## src/rtl/sdadc_pkg.sv

```systemverilog
package sdadc_pkg;
  localparam int BYTE_W    = 8;
  localparam int MAX_BYTES = 3;
  localparam int WORD_W    = BYTE_W * MAX_BYTES;
  localparam int ADDR_W    = 3;

  typedef enum logic [1:0] {
    OP_WRITE   = 2'd0,
    OP_READ    = 2'd1,
    OP_CONVERT = 2'd2,
    OP_BAD     = 2'd3
  } op_e;

  typedef enum logic [2:0] {
    ST_IDLE,
    ST_LOAD,
    ST_SEND,
    ST_SHIFT,
    ST_GAP,
    ST_WAIT
  } st_e;

  // One bus frame: command byte, payload count and routing flags
  typedef struct packed {
    logic [BYTE_W-1:0] cmd;
    logic [1:0]        len;
    logic [WORD_W-1:0] payload;
    logic              is_read;
    logic              hold_cs;
  } frame_t;
endpackage

```

## src/rtl/sdadc_frame_plan.sv

```systemverilog
module sdadc_frame_plan import sdadc_pkg::*; #(
  parameter int                CHAN_W     = 3,
  parameter logic [ADDR_W-1:0] CONF_ADDR  = 3'd2,
  parameter logic [ADDR_W-1:0] MODE_ADDR  = 3'd1,
  parameter logic [ADDR_W-1:0] DATA_ADDR  = 3'd3,
  parameter logic [2:0]        SEL_SINGLE = 3'b001,
  parameter logic [12:0]       MODE_REST  = 13'h000A
) (
  input  op_e                op,
  input  logic [1:0]         phase,
  input  logic [ADDR_W-1:0]  addr,
  input  logic [1:0]         len,
  input  logic [WORD_W-1:0]  wdata,
  input  logic [CHAN_W-1:0]  chan,
  output frame_t             frame
);
  function automatic logic [BYTE_W-1:0] cmd_byte(input logic rd, input logic [ADDR_W-1:0] a);
    return {1'b0, rd, a, 3'b000};
  endfunction

  logic [15:0] conf_word;
  logic [15:0] mode_word;

  assign conf_word = {wdata[15:CHAN_W], chan};
  assign mode_word = {SEL_SINGLE, MODE_REST};

  always_comb begin
    frame = '0;
    unique case (op)
      OP_WRITE: begin
        frame.cmd     = cmd_byte(1'b0, addr);
        frame.len     = len;
        frame.payload = wdata;
      end
      OP_READ: begin
        frame.cmd     = cmd_byte(1'b1, addr);
        frame.len     = len;
        frame.is_read = 1'b1;
      end
      OP_CONVERT: begin
        unique case (phase)
          2'd0: begin
            frame.cmd     = cmd_byte(1'b0, CONF_ADDR);
            frame.len     = 2'd2;
            frame.payload = {{(WORD_W-16){1'b0}}, conf_word};
          end
          2'd1: begin
            frame.cmd     = cmd_byte(1'b0, MODE_ADDR);
            frame.len     = 2'd2;
            frame.payload = {{(WORD_W-16){1'b0}}, mode_word};
            frame.hold_cs = 1'b1;
          end
          default: begin
            frame.cmd     = cmd_byte(1'b1, DATA_ADDR);
            frame.len     = len;
            frame.is_read = 1'b1;
          end
        endcase
      end
      default: frame = '0;
    endcase
  end
endmodule

```

## src/rtl/sdadc_byte_engine.sv

```systemverilog
module sdadc_byte_engine import sdadc_pkg::*; #(
  parameter int CLK_HALF = 2
) (
  input  logic              clk,
  input  logic              rst,
  input  logic              start,
  input  logic [BYTE_W-1:0] tx_byte,
  input  logic              miso,
  output logic              sclk,
  output logic              mosi,
  output logic              done,
  output logic [BYTE_W-1:0] rx_byte
);
  localparam int CW = $clog2(CLK_HALF + 1);
  localparam int BW = $clog2(BYTE_W);

  logic              busy;
  logic [CW-1:0]     cnt;
  logic [BW-1:0]     bitn;
  logic [BYTE_W-1:0] sh;

  always_ff @(posedge clk) begin
    if (rst) begin
      busy    <= 1'b0;
      cnt     <= '0;
      bitn    <= '0;
      sh      <= '0;
      sclk    <= 1'b1;
      mosi    <= 1'b1;
      done    <= 1'b0;
      rx_byte <= '0;
    end else begin
      done <= 1'b0;
      if (!busy) begin
        if (start) begin
          busy <= 1'b1;
          sh   <= tx_byte;
          cnt  <= '0;
          bitn <= '0;
        end
      end else if (cnt == CW'(CLK_HALF - 1)) begin
        cnt <= '0;
        if (sclk) begin
          // falling edge: present next bit
          sclk <= 1'b0;
          mosi <= sh[BYTE_W-1];
          sh   <= {sh[BYTE_W-2:0], 1'b0};
        end else begin
          // rising edge: capture incoming bit
          sclk    <= 1'b1;
          rx_byte <= {rx_byte[BYTE_W-2:0], miso};
          bitn    <= bitn + 1'b1;
          if (bitn == BW'(BYTE_W - 1)) begin
            busy <= 1'b0;
            done <= 1'b1;
          end
        end
      end else begin
        cnt <= cnt + 1'b1;
      end
    end
  end
endmodule

```

## src/rtl/sdadc_spi_engine.sv

```systemverilog
module sdadc_spi_engine import sdadc_pkg::*; #(
  parameter int                CLK_HALF   = 2,
  parameter int                TMO_W      = 16,
  parameter int                CHAN_W     = 3,
  parameter logic [ADDR_W-1:0] CONF_ADDR  = 3'd2,
  parameter logic [ADDR_W-1:0] MODE_ADDR  = 3'd1,
  parameter logic [ADDR_W-1:0] DATA_ADDR  = 3'd3,
  parameter logic [12:0]       MODE_REST  = 13'h000A
) (
  input  logic              clk,
  input  logic              rst,
  input  logic              cmd_valid,
  output logic              cmd_ready,
  input  logic [1:0]        cmd_op,
  input  logic [2:0]        cmd_addr,
  input  logic [1:0]        cmd_len,
  input  logic [23:0]       cmd_wdata,
  input  logic [2:0]        cmd_chan,
  input  logic [15:0]       rdy_timeout,
  output logic              rsp_done,
  output logic              rsp_err,
  output logic [23:0]       rsp_data,
  output logic              spi_cs_n,
  output logic              spi_sclk,
  output logic              spi_mosi,
  input  logic              spi_miso
);
  localparam int GAP   = 2 * CLK_HALF;
  localparam int GAP_W = $clog2(GAP + 1);

  st_e                state;
  op_e                op_q;
  logic [ADDR_W-1:0]  addr_q;
  logic [1:0]         len_q;
  logic [1:0]         phase;
  logic [1:0]         byte_idx;
  logic [WORD_W-1:0]  wdata_q;
  logic [WORD_W-1:0]  pay_sh;
  logic [CHAN_W-1:0]  chan_q;
  logic [TMO_W-1:0]   tmo_lim;
  logic [TMO_W-1:0]   tmo_cnt;
  logic [GAP_W-1:0]   gap_cnt;

  frame_t             plan;
  logic               eng_start;
  logic               eng_done;
  logic [BYTE_W-1:0]  eng_tx;
  logic [BYTE_W-1:0]  eng_rx;

  sdadc_frame_plan #(
    .CHAN_W    (CHAN_W),
    .CONF_ADDR (CONF_ADDR),
    .MODE_ADDR (MODE_ADDR),
    .DATA_ADDR (DATA_ADDR),
    .SEL_SINGLE(3'b001),
    .MODE_REST (MODE_REST)
  ) u_plan (
    .op    (op_q),
    .phase (phase),
    .addr  (addr_q),
    .len   (len_q),
    .wdata (wdata_q),
    .chan  (chan_q),
    .frame (plan)
  );

  sdadc_byte_engine #(.CLK_HALF(CLK_HALF)) u_eng (
    .clk     (clk),
    .rst     (rst),
    .start   (eng_start),
    .tx_byte (eng_tx),
    .miso    (spi_miso),
    .sclk    (spi_sclk),
    .mosi    (spi_mosi),
    .done    (eng_done),
    .rx_byte (eng_rx)
  );

  assign cmd_ready = (state == ST_IDLE);
  assign eng_start = (state == ST_SEND);
  assign eng_tx    = (byte_idx == 2'd0) ? plan.cmd :
                     plan.is_read       ? '0 : pay_sh[WORD_W-1 -: BYTE_W];

  always_ff @(posedge clk) begin
    if (rst) begin
      state    <= ST_IDLE;
      op_q     <= OP_WRITE;
      addr_q   <= '0;
      len_q    <= '0;
      phase    <= '0;
      byte_idx <= '0;
      wdata_q  <= '0;
      pay_sh   <= '0;
      chan_q   <= '0;
      tmo_lim  <= '0;
      tmo_cnt  <= '0;
      gap_cnt  <= '0;
      spi_cs_n <= 1'b1;
      rsp_done <= 1'b0;
      rsp_err  <= 1'b0;
      rsp_data <= '0;
    end else begin
      rsp_done <= 1'b0;
      unique case (state)
        ST_IDLE: begin
          if (cmd_valid) begin
            op_q     <= op_e'(cmd_op);
            addr_q   <= cmd_addr;
            len_q    <= cmd_len;
            wdata_q  <= cmd_wdata;
            chan_q   <= cmd_chan[CHAN_W-1:0];
            tmo_lim  <= rdy_timeout[TMO_W-1:0];
            phase    <= 2'd0;
            rsp_data <= '0;
            rsp_err  <= 1'b0;
            if (cmd_len == 2'd0 || op_e'(cmd_op) == OP_BAD) begin
              rsp_err  <= 1'b1;
              rsp_done <= 1'b1;
            end else begin
              state <= ST_LOAD;
            end
          end
        end
        ST_LOAD: begin
          pay_sh   <= plan.payload << (BYTE_W * (MAX_BYTES - int'(plan.len)));
          byte_idx <= 2'd0;
          spi_cs_n <= 1'b0;
          state    <= ST_SEND;
        end
        ST_SEND: begin
          if (byte_idx != 2'd0 && !plan.is_read)
            pay_sh <= pay_sh << BYTE_W;
          state <= ST_SHIFT;
        end
        ST_SHIFT: begin
          if (eng_done) begin
            if (plan.is_read && byte_idx != 2'd0)
              rsp_data <= {rsp_data[WORD_W-BYTE_W-1:0], eng_rx};
            if (byte_idx == plan.len) begin
              if (op_q == OP_CONVERT && phase == 2'd0) begin
                spi_cs_n <= 1'b1;
                gap_cnt  <= '0;
                state    <= ST_GAP;
              end else if (plan.hold_cs) begin
                tmo_cnt <= '0;
                state   <= ST_WAIT;
              end else begin
                spi_cs_n <= 1'b1;
                rsp_done <= 1'b1;
                state    <= ST_IDLE;
              end
            end else begin
              byte_idx <= byte_idx + 1'b1;
              state    <= ST_SEND;
            end
          end
        end
        ST_GAP: begin
          if (gap_cnt == GAP_W'(GAP - 1)) begin
            phase <= 2'd1;
            state <= ST_LOAD;
          end else begin
            gap_cnt <= gap_cnt + 1'b1;
          end
        end
        ST_WAIT: begin
          if (!spi_miso) begin
            phase <= 2'd2;
            state <= ST_LOAD;
          end else if (tmo_cnt == tmo_lim) begin
            spi_cs_n <= 1'b1;
            rsp_err  <= 1'b1;
            rsp_done <= 1'b1;
            state    <= ST_IDLE;
          end else begin
            tmo_cnt <= tmo_cnt + 1'b1;
          end
        end
        default: state <= ST_IDLE;
      endcase
    end
  end
endmodule

```

## config.mk

```make
export PLATFORM = sky130hd
export DESIGN_NAME = sdadc_spi_engine
export DESIGN_NICKNAME = d
export VERILOG_FILES = /design/src/rtl/sdadc_pkg.sv /design/src/rtl/sdadc_frame_plan.sv /design/src/rtl/sdadc_byte_engine.sv /design/src/rtl/sdadc_spi_engine.sv
export SDC_FILE = /design/constraint.sdc
export NUM_CORES = 1
export LEC_CHECK = 0
export ABC_AREA = 1
export BUFFER_PORTS_ARGS = -buffer_cell sky130_fd_sc_hd__buf_2
export CORE_MARGIN = 10
export CORE_UTILIZATION = 55
export DETAILED_ROUTE_END_ITERATION = 8
export PLACE_DENSITY_LB_ADDON = 0.08
export RECOVER_POWER = 100
export SLEW_MARGIN = 20
export SYNTH_ARGS = -nofsm -noshare
export SYNTH_HDL_FRONTEND = slang
export SYNTH_SLANG_ARGS = --single-unit
```

## constraint.sdc

```tcl
create_clock -name clk -period 2.5 [get_ports clk]
set_input_delay 0.5 -clock clk [delete_from_list [all_inputs] [get_ports clk]]
set_output_delay 0.5 -clock clk [all_outputs]
set_load 0.005 [all_outputs]
```

==> results of run 1 <==
-- power by group --
| part | leakage (nW) | internal [mW] | total (mW) | switching, mW |
|---|---|---|---|---|
| Combinational | 1.72 | 0.896 | 2.85 | 1.96 |
| Sequential | 1.24 | 2.91 | 3.19 | 0.285 |
| Clock | 0.292 | 1.63 | 2.61 | 0.973 |
| Total | 3.26 | 5.44 | 8.65 | 3.21 |
-- tightest hold or removal path: cells and delay by family --
kind / cells / cell delay [ps]
buf+inv: 1 / 70
simple gates: 2 / 110
-- layout make-up --
class / count / area share, %
Clock buffer: 22 / 5.76
Clock inverter: 8 / 1.47
Inverter: 102 / 4.68
Multi-Input combinational cell: 708 / 42.7
Sequential cell: 152 / 36.9
Tap cell: 172 / 2.61
Timing Repair Buffer: 94 / 5.80
-- synthesized netlist by cell type (2+ instances only) --
library cell,number
nor2_4,5
nand2_4,4
dfxtp_1,152
buf_2,13
a31oi_1,5
o211ai_1,7
o21ai_0,103
o221ai_1,4
nand3_1,42
inv_1,87
buf_4,3
a21oi_1,130
o22ai_1,13
a211oi_1,2
clkbuf_1,27
o21ai_1,12
xor2_1,12
nand4_1,4
ha_1,10
nor2_1,93
nand2_2,8
nor3_1,18
nand3_4,3
nand2_1,217
inv_2,14
-- metal layers --
metal | up-vias | track usage [%] | share of wire (%)
li1 | 3460 | - | -
met1 | 3000 | 26.2 | 48
met2 | 165 | 32.3 | 45
met3 | 20 | 5.15 | 4.9
met4 | 0 | 6.71 | 1.7
met5 | - | 0 | 0
-- cell families (layout without fill, tap and decap cells) --
family	Yosys count	count (layout)	synth area share, %
AOI/OAI and AO/OA	282	282	20.9
muxes	1	1	0.140
adders and majority gates	10	10	1.75
buffers and inverters	148	226	8.45
and+or+nand+nor	402	403	24.9
DFF	152	152	42.4
xor gates and xnor gates	12	12	1.47
-- metrics by stage --
step / cell area, um^2 / hold WS, ps
finish: 8240 / 297
global route: 8240 / 309
CTS: 8280 / 294
detailed placement: 7690 / 421
global placement: 7690 / 421
floorplan: 7170 / 409
-- registers in the layout, summed over array words and instances, names as in the netlist, 2 cells and up --
signal,flops
phase,2
u_eng.cnt,2
u_eng.rx_byte,8
chan_q,3
len_q,2
addr_q,3
tmo_cnt,16
u_eng.sh,8
tmo_lim,16
gap_cnt,3
wdata_q,24
byte_idx,2
pay_sh,24
rsp_data,24
op_q,2
u_eng.bitn,3
state,3
-- worst max path at each step --
stage	end	slack (ps)	startpoint
after detailed placement	tmo_cnt[1]	230	op_q[0]
after floorplan	tmo_cnt[5]	620	op_q[0]
after global routing	tmo_cnt[11]	30	op_q[0]
after global placement	tmo_cnt[1]	280	op_q[0]
after CTS	tmo_cnt[4]	210	op_q[0]
final	tmo_cnt[0]	210	op_q[0]
-- timing repair --
item | 4_1_cts | 5_1_grt
endpoints found under the setup margin | 0 | 5
hold buffers | 0 | 0
setup buffers | 0 | 0
==> impl_metrics.py, run 1 <==
metrics = {
    "worst_hold_path": {
        "hold_depth": 3,
        "hold_class": "in2reg",
        "whs_endpoint": "addr_q[0]",
        "min_from": "cmd_addr[0]",
    },
    "synthesis": {
        "async_reset_ff_share_pct": 0,
        "syn_area_per_cell_um2": 7.12,
        "synth_top_area_cell": "dfxtp_1",
        "yosys_register_bits": 152,
        "synth_edf_count": 0,
        "synth_cell_types": 44,
        "synth_ff_type": "dfxtp_1",
        "syn_area_um2": 7170,
        "synth_area_leaders": "dfxtp_1, nand2_1, a21oi_1",
        "synth_top_area_share_pct": 42.4,
        "ys_seq_area_share_pct": 42.4,
        "yosysWarnings": 0,
        "syn_inst": 1007,
        "syn_nets": 1071,
    },
    "global_route": {
        "grt_overflow_total": 0,
        "grt_pass1_vias": 6433,
        "grt_usage_pct": 20.3,
        "grt_max_degree": 61,
        "antenna_found_initial": 0,
        "grt_pass1_wl_um": 31000,
    },
    "critical_path": {
        "crit_arrival_ps": 2640,
        "critPathKind": "reg2reg",
        "timing.rr.start": "op_q[0]",
        "crit_slowest_cell": "dfxtp_1",
        "ff2ff_setup_slack_ps": 210,
        "cp_num_buf_inv": 1,
        "cp-end-kind": "flop",
        "path_cells": "inv_1, ha_1, nor2_4, nand2_2, nand2_4, nand2_2, nand2_2, nand3_4, nand2_4, nand2_4, nor2_4, nand2_1, a21oi_1",
        "r2r_cells": 13,
        "cp.required_ps": 2850,
        "reg2reg_to": "tmo_cnt[0]",
        "start_kind": "flop",
        "critPathMaxStageDelay_ps": 360,
        "critical_path.top_delay_family": "simple AND/OR/NAND/NOR gates",
        "cp_num_cells": 13,
        "crit_fanout": 18,
    },
    "floorplanning": {
        "die_y_um": 134,
        "core_area_um2": 12700,
        "die_area_um2": 18000,
        "ioPinCount": 84,
        "die_w_um": 134,
        "rows": 41,
        "initial_core_util_pct": 56.6,
    },
    "layout": {
        "syn2layout_area_growth_pct": 14.9,
        "fill_cells": 1195,
        "final_nets": 1139,
        "fin_util_pct": 65.0,
        "register_area_um2": 3040,
        "multi_input_area_um2": 3520,
        "num_antenna_cells": 0,
        "instances_no_fill": 1258,
        "final_common_cell": "nand2_1",
        "layout_common_cells": "nand2_1, dfxtp_1, a21oi_1, o21ai_0, nor2_1",
        "drive_above_1_share_pct": 12.2,
    },
    "route": {
        "drtAntennaViolNets": 0,
        "drc": 0,
        "drtIter0Drc": 544,
        "firstDrtPassIters": 6,
        "vias": 6645,
        "wire_per_inst_um": 14.4,
        "avgViaCountPerCell": 5.28,
        "wl_um": 18200,
    },
    "clocking": {
        "path_clk_slew_ps": 60,
        "ctsRootBufferMaster": "clkbuf_16",
        "cts-htree-levels": 4,
        "cts_buffers": 17,
        "post_cts_resized": 0,
        "clkLatencyLatePin_ps": 420,
        "cts_tree": "yes",
        "clockBufferDepth": 2,
        "cts_sinks": 152,
    },
    "sta": {
        "rsz0062_at_grt": "false",
        "fin_crit_sh_pct": 91.5,
        "period_needed_ps": 2290,
        "fin_skew_ps": 6.48,
        "worst_slew_pin_slew_ps": 1060,
        "hold_violations": 0,
        "max_freq_mhz": 437,
        "setup_slack_ps": 213,
        "relSlewSlack_pct": 29.4,
        "drv_slew": 0,
        "setup-violations-final": 0,
        "fin_setup_tns_ps": 0,
    },
    "placed_design": {
        "placed_cells": 1227,
        "gp_congestion": 0.879,
        "port_buffers": 83,
        "dp_slack_ps": 230,
        "dp_hpwl_um": 12400,
    },
    "power": {
        "p_leak_nw": 3.26,
        "power_mw": 8.65,
        "powerDensity_nw_per_um2": 1050,
        "ir_drop_v": 0.000602,
    },
    "status": {
        "status": "finished clean",
    },
    "job": {
        "drv_cap": 0,
    },
}
(Power assumes the default switching activity.)
==> run 2, diff against run 1 <==
--- a/config.mk
+++ b/config.mk
@@ -8,7 +8,7 @@
 export ABC_AREA = 1
 export BUFFER_PORTS_ARGS = -buffer_cell sky130_fd_sc_hd__buf_2
 export CORE_MARGIN = 10
-export CORE_UTILIZATION = 55
+export CORE_UTILIZATION = 58
 export DETAILED_ROUTE_END_ITERATION = 8
 export PLACE_DENSITY_LB_ADDON = 0.08
 export RECOVER_POWER = 100
==> impl_metrics.py, run 2 (synthesis results as in run 1) <==
metrics = {
    "layout": {
        "reg_top3": "pay_sh x24, rsp_data x24, wdata_q x24",
        "final_cell_area_um2": 8160,
        "syn2layout_area_growth_pct": 13.8,
        "final_nets": 1140,
        "num_antenna_cells": 0,
        "drive_above_1_share_pct": 12.0,
        "fill_cells": 1103,
        "layout_common_cells": "nand2_1, dfxtp_1, a21oi_1, o21ai_0, nor2_1",
        "final_common_cell": "nand2_1",
    },
    "route": {
        "avgViaCountPerCell": 5.29,
        "drtAntennaViolNets": 0,
        "wl_um": 17500,
        "drtIter0Drc": 534,
        "vias": 6623,
        "drc": 0,
        "wire_per_inst_um": 14.0,
        "firstDrtPassIters": 5,
    },
    "placed_design": {
        "port_buffers": 83,
        "dp_hpwl_um": 12400,
        "placed_area_um2": 7700,
        "gp_congestion": 0.893,
    },
    "critical_path": {
        "crit_fanout": 17,
        "crit_arrival_ps": 2590,
        "critPathKind": "reg2reg",
        "start_kind": "flop",
        "cp-end-kind": "flop",
        "cp.required_ps": 2850,
        "ff2ff_setup_slack_ps": 260,
    },
    "sta": {
        "setup-violations-final": 0,
        "period_needed_ps": 2240,
        "relSlewSlack_pct": 35.0,
        "max_freq_mhz": 447,
        "fin_setup_tns_ps": 0,
        "hold_violations": 0,
        "drv_slew": 0,
        "fin_hold_ws_ps": 301,
        "rsz0062_at_grt": "false",
        "fin_crit_sh_pct": 89.5,
        "worst_slew_pin_slew_ps": 972,
        "fin_skew_ps": 6.80,
    },
    "global_route": {
        "antenna_found_initial": 0,
        "grt_max_degree": 85,
        "grt_pass1_wl_um": 29900,
        "grt_overflow_total": 0,
        "grt_usage_pct": 20.2,
        "grt_pass1_vias": 6391,
    },
    "status": {
        "status": "finished clean",
    },
    "power": {
        "ir_drop_v": 0.000602,
        "power_mw": 8.35,
        "powerDensity_nw_per_um2": 1020,
        "p_leak_nw": 3.23,
    },
    "floorplanning": {
        "die_area_um2": 17200,
        "initial_core_util_pct": 59.4,
        "rows": 40,
        "ioPinCount": 84,
        "die_y_um": 131,
        "core_area_um2": 12100,
        "die_w_um": 131,
    },
    "clocking": {
        "clockBufferDepth": 2,
        "cts_hold_buffers": 0,
        "post-cts-setup-buffers": 0,
        "cts_sinks": 152,
        "clkLatencyLatePin_ps": 420,
        "ctsRootBufferMaster": "clkbuf_16",
        "cts_buffers": 17,
        "cts-htree-levels": 4,
        "cts_tree": "yes",
        "path_clk_slew_ps": 60,
    },
    "job": {
        "drv_cap": 0,
    },
    "worst_hold_path": {
        "hold_class": "in2reg",
    },
}
## run 2: cell count changes in the layout (fill, tap and decap cells not counted), sizes merged
cell / change
buf: +3
bufinv: -2
clkbuf: +2
clkinv: -3
nor2: -1
## run 2: final timing paths
path                                    from           end  cells after the start
worst min register to register  u_eng.cnt[1]  u_eng.cnt[1]                      2
worst min-delay path             cmd_addr[0]     addr_q[0]                      3
worst max-delay path                 op_q[0]    tmo_cnt[4]                     13
worst max register to register       op_q[0]    tmo_cnt[4]                     13
## run 2: routing by layer
layer	GRT usage, %	wire (um)	vias to the layer above
met3	5.30	770	21
met1	25.7	8490	2979
li1	-	-	3461
met4	5.94	261	0
met2	32.7	7980	162
met5	0	0	-
## run 2: through the flow
stage | utilization, % | cells | worst slack [ps]
floorplan | - | 1007 | 623
global placement | 63.8 | 1225 | 322
detailed placement | 63.8 | 1225 | 249
CTS | 68.3 | 1253 | 238
global route | 67.7 | 1253 | 20.0
finish | 67.7 | 1253 | 261
## run 2: report_power, final
group	internal [mW]	total [mW]	switching, mW	leakage [nW]
Combinational	0.866	2.78	1.91	1.73
Sequential	2.91	3.18	0.277	1.24
Clock	1.45	2.39	0.936	0.261
## run 2: worst max-delay path, stage by stage (launching register included)
cell and delay, ps:
dfxtp_1 350, inv_1 90, ha_1 310, nor2_4 170
nand2_2 80, nand2_4 150, nand2_2 70, nand2_2 80
nand3_4 100, nand2_4 110, nand2_4 150, nor2_8 270
nand2_1 80, a21oi_1 160
## run 2: what timing repair did
action | 4_1_cts | 5_1_grt
endpoints found under the setup margin | 0 | 1
endpoints found under the hold margin | 0 | 0
resized for setup | 0 | 0
## run 2: area by class of cell
cell class,instances,area [um^2],area share (%)
clock buffers,25,495,6.07
clock inverters,3,42.5,0.521
inverters,102,385,4.72
multi-input cells,707,3500,42.9
flip-flops and latches,152,3040,37.3
well taps,168,210,2.58
repair buffers,96,483,5.92
